`src/rtl/pbus_pkg.sv`:
```
package pbus_pkg;
   typedef enum logic [2:0] {
      ST_IDLE,
      ST_RD_DRIVE,
      ST_RD_ACK,
      ST_WR_WAIT,
      ST_WR_ACK
   } pbus_state_e;
endpackage

```
`src/rtl/pbus_sync.sv`:
```
module pbus_sync #(
   parameter int WIDTH   = 1,
   parameter int STAGES  = 2,
   parameter logic [WIDTH-1:0] RST_VAL = '1
) (
   input  logic             clk,
   input  logic             rst_n,
   input  logic [WIDTH-1:0] d,
   output logic [WIDTH-1:0] q
);
   if (STAGES < 2) begin : g_bad_stages
      $error("pbus_sync: STAGES must be at least 2");
   end

   logic [WIDTH-1:0] stg [STAGES];

   for (genvar i = 0; i < STAGES; i++) begin : g_stage
      if (i == 0) begin : g_first
         always_ff @(posedge clk or negedge rst_n) begin
            if (!rst_n) stg[0] <= RST_VAL;
            else        stg[0] <= d;
         end
      end else begin : g_next
         always_ff @(posedge clk or negedge rst_n) begin
            if (!rst_n) stg[i] <= RST_VAL;
            else        stg[i] <= stg[i-1];
         end
      end
   end

   assign q = stg[STAGES-1];
endmodule

```
`src/rtl/pbus_reg_bank.sv`:
```
module pbus_reg_bank #(
   parameter int ADDR_W = 5,
   parameter int DATA_W = 8
) (
   input  logic              clk,
   input  logic              rst_n,
   input  logic              wr_en,
   input  logic [ADDR_W-1:0] addr,
   input  logic [DATA_W-1:0] wr_data,
   output logic [DATA_W-1:0] rd_data
);
   localparam int DEPTH = 1 << ADDR_W;

   logic [DATA_W-1:0] mem [DEPTH];

   always_ff @(posedge clk or negedge rst_n) begin
      if (!rst_n) begin
         for (int i = 0; i < DEPTH; i++) mem[i] <= '0;
      end else if (wr_en) begin
         mem[addr] <= wr_data;
      end
   end

   assign rd_data = mem[addr];
endmodule

```
`src/rtl/pbus_ctrl.sv`:
```
module pbus_ctrl
   import pbus_pkg::*;
#(
   parameter int ADDR_W     = 5,
   parameter int DATA_W     = 8,
   parameter int WR_ACK_LEN = 2
) (
   input  logic              clk,
   input  logic              rst_n,
   input  logic              as_s,
   input  logic              cs_s,
   input  logic              rnw_s,
   input  logic [ADDR_W-1:0] addr_in,
   input  logic [DATA_W-1:0] data_in,
   input  logic [DATA_W-1:0] rd_byte,
   output logic [ADDR_W-1:0] addr_q,
   output logic              wr_en,
   output logic [DATA_W-1:0] wr_data,
   output logic [DATA_W-1:0] data_out,
   output logic              data_oe,
   output logic              ack_oe
);
   localparam int CW = $clog2(WR_ACK_LEN + 1);

   if (WR_ACK_LEN < 1) begin : g_bad_ack
      $error("pbus_ctrl: WR_ACK_LEN must be at least 1");
   end

   pbus_state_e state, state_nx;
   logic        as_d, cs_d;
   logic        as_fall, cs_fall, cs_rise;
   logic        rd_cycle;
   logic [CW-1:0] ack_cnt;

   assign as_fall = as_d & ~as_s;
   assign cs_fall = cs_d & ~cs_s;
   assign cs_rise = ~cs_d & cs_s;

   always_ff @(posedge clk or negedge rst_n) begin
      if (!rst_n) begin
         as_d <= 1'b1;
         cs_d <= 1'b1;
      end else begin
         as_d <= as_s;
         cs_d <= cs_s;
      end
   end

   always_ff @(posedge clk or negedge rst_n) begin
      if (!rst_n)       addr_q <= '0;
      else if (as_fall) addr_q <= addr_in;
   end

   always_comb begin
      state_nx = state;
      unique case (state)
         ST_IDLE:     if (cs_fall) state_nx = rnw_s ? ST_RD_DRIVE : ST_WR_WAIT;
         ST_RD_DRIVE: state_nx = cs_rise ? ST_IDLE : ST_RD_ACK;
         ST_RD_ACK:   if (cs_rise) state_nx = ST_IDLE;
         ST_WR_WAIT:  if (cs_rise) state_nx = ST_WR_ACK;
         ST_WR_ACK:   if (ack_cnt == CW'(WR_ACK_LEN - 1)) state_nx = ST_IDLE;
         default:     state_nx = ST_IDLE;
      endcase
   end

   always_ff @(posedge clk or negedge rst_n) begin
      if (!rst_n) begin
         state    <= ST_IDLE;
         data_out <= '0;
         rd_cycle <= 1'b0;
         ack_cnt  <= '0;
      end else begin
         state <= state_nx;
         if (state == ST_IDLE && cs_fall) begin
            rd_cycle <= rnw_s;
            if (rnw_s) data_out <= rd_byte;
         end else if (state_nx == ST_IDLE) begin
            rd_cycle <= 1'b0;
         end
         if (state == ST_WR_ACK) ack_cnt <= ack_cnt + 1'b1;
         else                    ack_cnt <= '0;
      end
   end

   assign wr_en   = (state == ST_WR_WAIT) && cs_rise;
   assign wr_data = data_in;
   assign data_oe = (state == ST_RD_DRIVE) || (state == ST_RD_ACK);
   assign ack_oe  = (state == ST_RD_ACK) || (state == ST_WR_ACK);

   assert_ack_after_data_R5: assert property (@(posedge clk) disable iff (!rst_n)
      $rose(data_oe) |=> (ack_oe || !data_oe));

   assert_read_data_stable_R4: assert property (@(posedge clk) disable iff (!rst_n)
      (data_oe && $past(data_oe)) |-> $stable(data_out));

   assert_read_release_R5: assert property (@(posedge clk) disable iff (!rst_n)
      (state == ST_RD_ACK && cs_rise) |=> (!ack_oe && !data_oe));

   assert_no_drive_on_write_R7: assert property (@(posedge clk) disable iff (!rst_n)
      data_oe |-> rd_cycle);

   assert_write_ack_follows_commit_R6: assert property (@(posedge clk) disable iff (!rst_n)
      wr_en |=> (ack_oe && !data_oe));
endmodule

```
`src/rtl/pbus_reg_slave.sv`:
```
module pbus_reg_slave #(
   parameter int ADDR_W      = 5,
   parameter int DATA_W      = 8,
   parameter int SYNC_STAGES = 2,
   parameter int WR_ACK_LEN  = 2
) (
   input  logic              clk,
   input  logic              rst_n,
   input  logic              serial_mode,
   input  logic [ADDR_W-1:0] hb_addr,
   input  logic              hb_as_n,
   input  logic              hb_cs_n,
   input  logic              hb_rnw,
   input  logic [DATA_W-1:0] hb_data_in,
   output logic [DATA_W-1:0] hb_data_out,
   output logic              hb_data_oe,
   output logic              hb_ack_n,
   output logic              hb_ack_oe
);
   localparam int QUIET_N = SYNC_STAGES + 3;
   localparam int QW      = $clog2(QUIET_N + 1);

   if (ADDR_W < 1 || ADDR_W > 10) begin : g_bad_addr
      $error("pbus_reg_slave: ADDR_W out of range");
   end
   if (DATA_W < 1) begin : g_bad_data
      $error("pbus_reg_slave: DATA_W must be positive");
   end

   logic [2:0]        raw_ctl, sync_ctl;
   logic [ADDR_W-1:0] addr_q;
   logic              wr_en;
   logic [DATA_W-1:0] wr_data, rd_byte;

   assign raw_ctl = {hb_as_n | serial_mode, hb_cs_n | serial_mode, hb_rnw};

   pbus_sync #(.WIDTH(3), .STAGES(SYNC_STAGES), .RST_VAL(3'b110)) u_sync (
      .clk   (clk),
      .rst_n (rst_n),
      .d     (raw_ctl),
      .q     (sync_ctl)
   );

   pbus_ctrl #(.ADDR_W(ADDR_W), .DATA_W(DATA_W), .WR_ACK_LEN(WR_ACK_LEN)) u_ctrl (
      .clk      (clk),
      .rst_n    (rst_n),
      .as_s     (sync_ctl[2]),
      .cs_s     (sync_ctl[1]),
      .rnw_s    (sync_ctl[0]),
      .addr_in  (hb_addr),
      .data_in  (hb_data_in),
      .rd_byte  (rd_byte),
      .addr_q   (addr_q),
      .wr_en    (wr_en),
      .wr_data  (wr_data),
      .data_out (hb_data_out),
      .data_oe  (hb_data_oe),
      .ack_oe   (hb_ack_oe)
   );

   pbus_reg_bank #(.ADDR_W(ADDR_W), .DATA_W(DATA_W)) u_bank (
      .clk     (clk),
      .rst_n   (rst_n),
      .wr_en   (wr_en),
      .addr    (addr_q),
      .wr_data (wr_data),
      .rd_data (rd_byte)
   );

   assign hb_ack_n = ~hb_ack_oe;

   logic [QW-1:0] quiet_cnt;
   always_ff @(posedge clk or negedge rst_n) begin
      if (!rst_n)                               quiet_cnt <= '0;
      else if (!serial_mode)                    quiet_cnt <= '0;
      else if (quiet_cnt != QW'(QUIET_N))       quiet_cnt <= quiet_cnt + 1'b1;
   end

   assert_serial_quiet_R8: assert property (@(posedge clk) disable iff (!rst_n)
      (quiet_cnt == QW'(QUIET_N)) |-> (!hb_data_oe && !hb_ack_oe && !wr_en));
endmodule

```
`config.mk`:
```
export PLATFORM = sky130hd
export DESIGN_NAME = pbus_reg_slave
export DESIGN_NICKNAME = d
export VERILOG_FILES = /design/src/rtl/pbus_pkg.sv /design/src/rtl/pbus_sync.sv /design/src/rtl/pbus_reg_bank.sv /design/src/rtl/pbus_ctrl.sv /design/src/rtl/pbus_reg_slave.sv
export SDC_FILE = /design/constraint.sdc
export NUM_CORES = 1
export LEC_CHECK = 0
export BUFFER_PORTS_ARGS = -buffer_cell sky130_fd_sc_hd__buf_2
export CORE_UTILIZATION = 63
export DETAILED_ROUTE_END_ITERATION = 7
export MAX_ROUTING_LAYER = met4
export PLACE_DENSITY = 0.8
export RECOVER_POWER = 100
export SYNTH_ARGS = -nofsm -noshare
export SYNTH_HDL_FRONTEND = slang
export SYNTH_SLANG_ARGS = --single-unit
```
`constraint.sdc`:
```
create_clock -name clk -period 2.55 [get_ports clk]
set_input_delay 0.1275 -clock clk [delete_from_list [all_inputs] [get_ports clk]]
set_output_delay 0.1275 -clock clk [all_outputs]
set_load 0.005 [all_outputs]
```
==> flow_metrics.env <==
export IMPL_slew_headroom_pct=-2.67
export IMPL_drcViolationCount=0
export IMPL_setup_viol=0
export IMPL_cp_arrival_ns=2.91
export IMPL_n_fill_cell=1292
export IMPL_clk_latency_ns=0.54
export IMPL_fmax_mhz=401
export IMPL_setup_worst_path_start="u_ctrl.addr_q[0]"
export IMPL_port_buffer_count=29
export IMPL_synth_common_cells="276 x dfrtp_1, 265 x mux2_2, 74 x mux2i_1"
export IMPL_rows=51
export IMPL_synth_top_cell_area_share_pct=53.5
export IMPL_period_needed_ns=2.49
export IMPL_core_area_um2=19800
export IMPL_dieWidth_um=145
export IMPL_hold_start="hb_rnw"
export IMPL_synth_cell_types=56
export IMPL_synth_net_count=924
export IMPL_drt_first_pass_iters=6
export IMPL_path_class="reg2reg"
export IMPL_synth_cells=904
export IMPL_synth_xor_area_share_pct=0.136
export IMPL_r2r_start="u_ctrl.addr_q[0]"
export IMPL_cts_sinks=282
export IMPL_clk_pin_slew_ns=0.06
export IMPL_seq_area_um2=7070
export IMPL_async_flop_share_pct=100
export IMPL_cts_htree_levels=1
export IMPL_slew_violations=111
export IMPL_finalClockSkew_ns=0.00873
export IMPL_synth_simple_area_share_pct=6.08
export IMPL_crit_path_end_kind="register"
export IMPL_multi_input_area_um2=5500
export IMPL_wl_per_cell_um=25.4
export IMPL_cts_resized=0
export IMPL_synth_main_ff_cell="dfrtp_1"
export IMPL_syn_to_final_growth_pct=10.8
export IMPL_grt_first_pass_wirelength_um=49600
export IMPL_initial_core_util_pct=65.2
export IMPL_synth_seq_cells=282
export IMPL_synth_adder_area_share_pct=0.0969
export IMPL_grtUsageTotal_pct=31.6
export IMPL_ys_warnings_count=0
export IMPL_drt_iter0_markers=652
export IMPL_violations="capacitance limit, slew limit"
export IMPL_max_slew_worst_pin_slew_ns=1.54
export IMPL_die_h_um=145
export IMPL_numCtsBuffers=29
export IMPL_grt_pass1_vias=8626
export IMPL_clockBufferDepth=3
export IMPL_via_per_inst=6.51
export IMPL_fin_nets=965
export IMPL_power_density_nw_per_um2=761
export IMPL_drive_gt1_share_pct=42.0
export IMPL_hp_class="in2reg"
export IMPL_dp_slack_ns=0.0966
export IMPL_antenna_found_initial=1
export IMPL_cp_start_kind="register"
export IMPL_worstPathMaxFanout=44
export IMPL_synth_edf_count=0
export IMPL_die_area_um2=21100
export IMPL_hold_violations=0
export IMPL_cp_data_required_time_ns=2.97
export IMPL_cts_tree="done"
export IMPL_fin_tns_setup_ns=0
export IMPL_clockRootBuffer="clkbuf_16"
export IMPL_synth_mux_area_share_pct=33.2
export IMPL_irDropWorstVdd_mv=0.557
export IMPL_cap_violations=1
export IMPL_grt_start_max_net_pins=111
export IMPL_status="finished, violations left"
export IMPL_dp_hpwl_um=20800
export IMPL_routabilityCongestion=0.854
export IMPL_ant_nets=0
export IMPL_synth_compound_area_share_pct=3.59
export IMPL_io_pins=30
export IMPL_p_leak_nw=6.28
export IMPL_syn_cell_area_um2=12900
export IMPL_dr_total_vias=8006
export IMPL_synth_area_leaders="dfrtp_1 54%, mux2_2 23%, mux2i_1 5.7%"
export IMPL_synth_most_common_cell="dfrtp_1"
export IMPL_grt_ovfl_total=0
export IMPL_min_period_over_period_pct=97.7
export IMPL_rsz0062_at_grt="false"
export IMPL_fin_ws_ns=0.0574
export IMPL_synth_top_family_by_area="multiplexers"
export IMPL_synth_avg_cell_area_um2=14.3
export IMPL_yosys_area_top_type="dfrtp_1"
export IMPL_routed_wl_um=31300
export IMPL_ys_seq_area_share_pct=54.7
## registers in the layout (all words and copies together), names as in the netlist
name and cells:
u_bank.mem 256, u_ctrl.ack_cnt 2, u_ctrl.addr_q 5, u_sync.stg 3, u_ctrl.data_out 8, u_ctrl.as_d 1
u_ctrl.state 3, u_sync.q 3, u_ctrl.cs_d 1
## area by class of cell
class / count / area share [%]
multi-input combinational: 558 / 38.5
clock buffer: 41 / 5.74
antenna: 1 / 0.0175
timing repair buffer: 71 / 3.35
clock inverter: 8 / 0.630
tap: 265 / 2.32
inverter: 3 / 0.0787
sequential: 282 / 49.4
## cell usage in the layout (no fill, tap or decap), types with 5 or more instances in the layout
cell type | synthesis | layout
buf_4 | 1 | 12
clkbuf_16 | 0 | 29
o22ai_1 | 29 | 29
nand2_1 | 23 | 29
dlygate4sd3_1 | 0 | 11
clkinv_2 | 0 | 6
dfstp_2 | 6 | 5
a22o_1 | 6 | 6
mux2_2 | 265 | 265
mux2i_1 | 74 | 74
mux4_2 | 25 | 25
clkbuf_8 | 0 | 5
nor3_1 | 7 | 7
nor2_1 | 26 | 26
nor4_1 | 6 | 8
buf_2 | 14 | 27
nor2b_1 | 6 | 6
clkbuf_1 | 39 | 16
o21ai_0 | 7 | 7
a31oi_1 | 6 | 6
clkbuf_2 | 0 | 7
dfrtp_1 | 276 | 275
a21oi_1 | 5 | 5
## per-stage QoR
step / util [%] / hold WS, ns / cell area (µm²) / std cells / total power [mW]
after floorplan: - / -0.168 / 12900 / 904 / 6.20
after global placement: 67.9 / 0.239 / 13400 / 1168 / 6.80
after detailed placement: 67.9 / 0.237 / 13400 / 1168 / 6.89
after CTS: 73.0 / 0.218 / 14400 / 1228 / 11.0
after global routing: 72.3 / 0.226 / 14300 / 1229 / 11.3
final: 72.3 / 0.233 / 14300 / 1229 / 10.9
## path summary, 6_finish.rpt
| path | endpoint | slack (ns) | cells after the start |
|---|---|---|---|
| setup / recovery | u_bank.mem[144] | 0.06 | 5 |
| hold / removal | u_sync.stg[3] | 0.23 | 2 |
| setup reg to reg | u_bank.mem[144] | 0.06 | 5 |
| hold reg to reg | u_sync.q[2] | 0.36 | 0 |
| max in group asynchronous | u_bank.mem[34] | 0.49 | 3 |
| min in group asynchronous | u_ctrl.addr_q[0] | 0.52 | 2 |
## what timing repair did
| action | CTS | global route |
|---|---|---|
| hold endpoints to repair | 104 | 0 |
| setup buffers | 0 | 0 |
| hold buffers | 11 | 0 |
## worst max-delay path, stage by stage (launching register included)
cell,delay [ns]
dfrtp_4,0.57
buf_12,0.33
nor4b_1,0.40
clkbuf_2,0.31
nand2_1,0.35
mux2_2,0.40
## where the power goes
part           switching (mW)  total, mW  leakage (nW)  internal (mW)
Combinational           0.990       1.78          2.37          0.794
Clock                    1.66       4.08         0.453           2.42
Sequential              0.237       5.03          3.45           4.79
Total                    2.89       10.9          6.28           8.00
## logic make-up (layout without fill, tap and decap cells)
kind of cell / after synthesis / count (layout)
other: 0 / 1
XOR/XNOR: 2 / 2
buffers and inverters: 64 / 123
adder cells (fa/ha/maj): 1 / 1
AO/OA/AOI/OAI: 69 / 69
AND/OR/NAND/NOR: 122 / 122
multiplexers: 364 / 364
flip-flops: 282 / 282
## layer usage
metal	global-route usage, %	up-vias	routed length [µm]
met3	5.16	62	1860
met1	42.4	4248	13200
met5	-	-	0
met4	10.1	0	852
li1	-	3437	-
met2	49.9	259	15300
No activity file was read; power rests on OpenSTA's default activity.
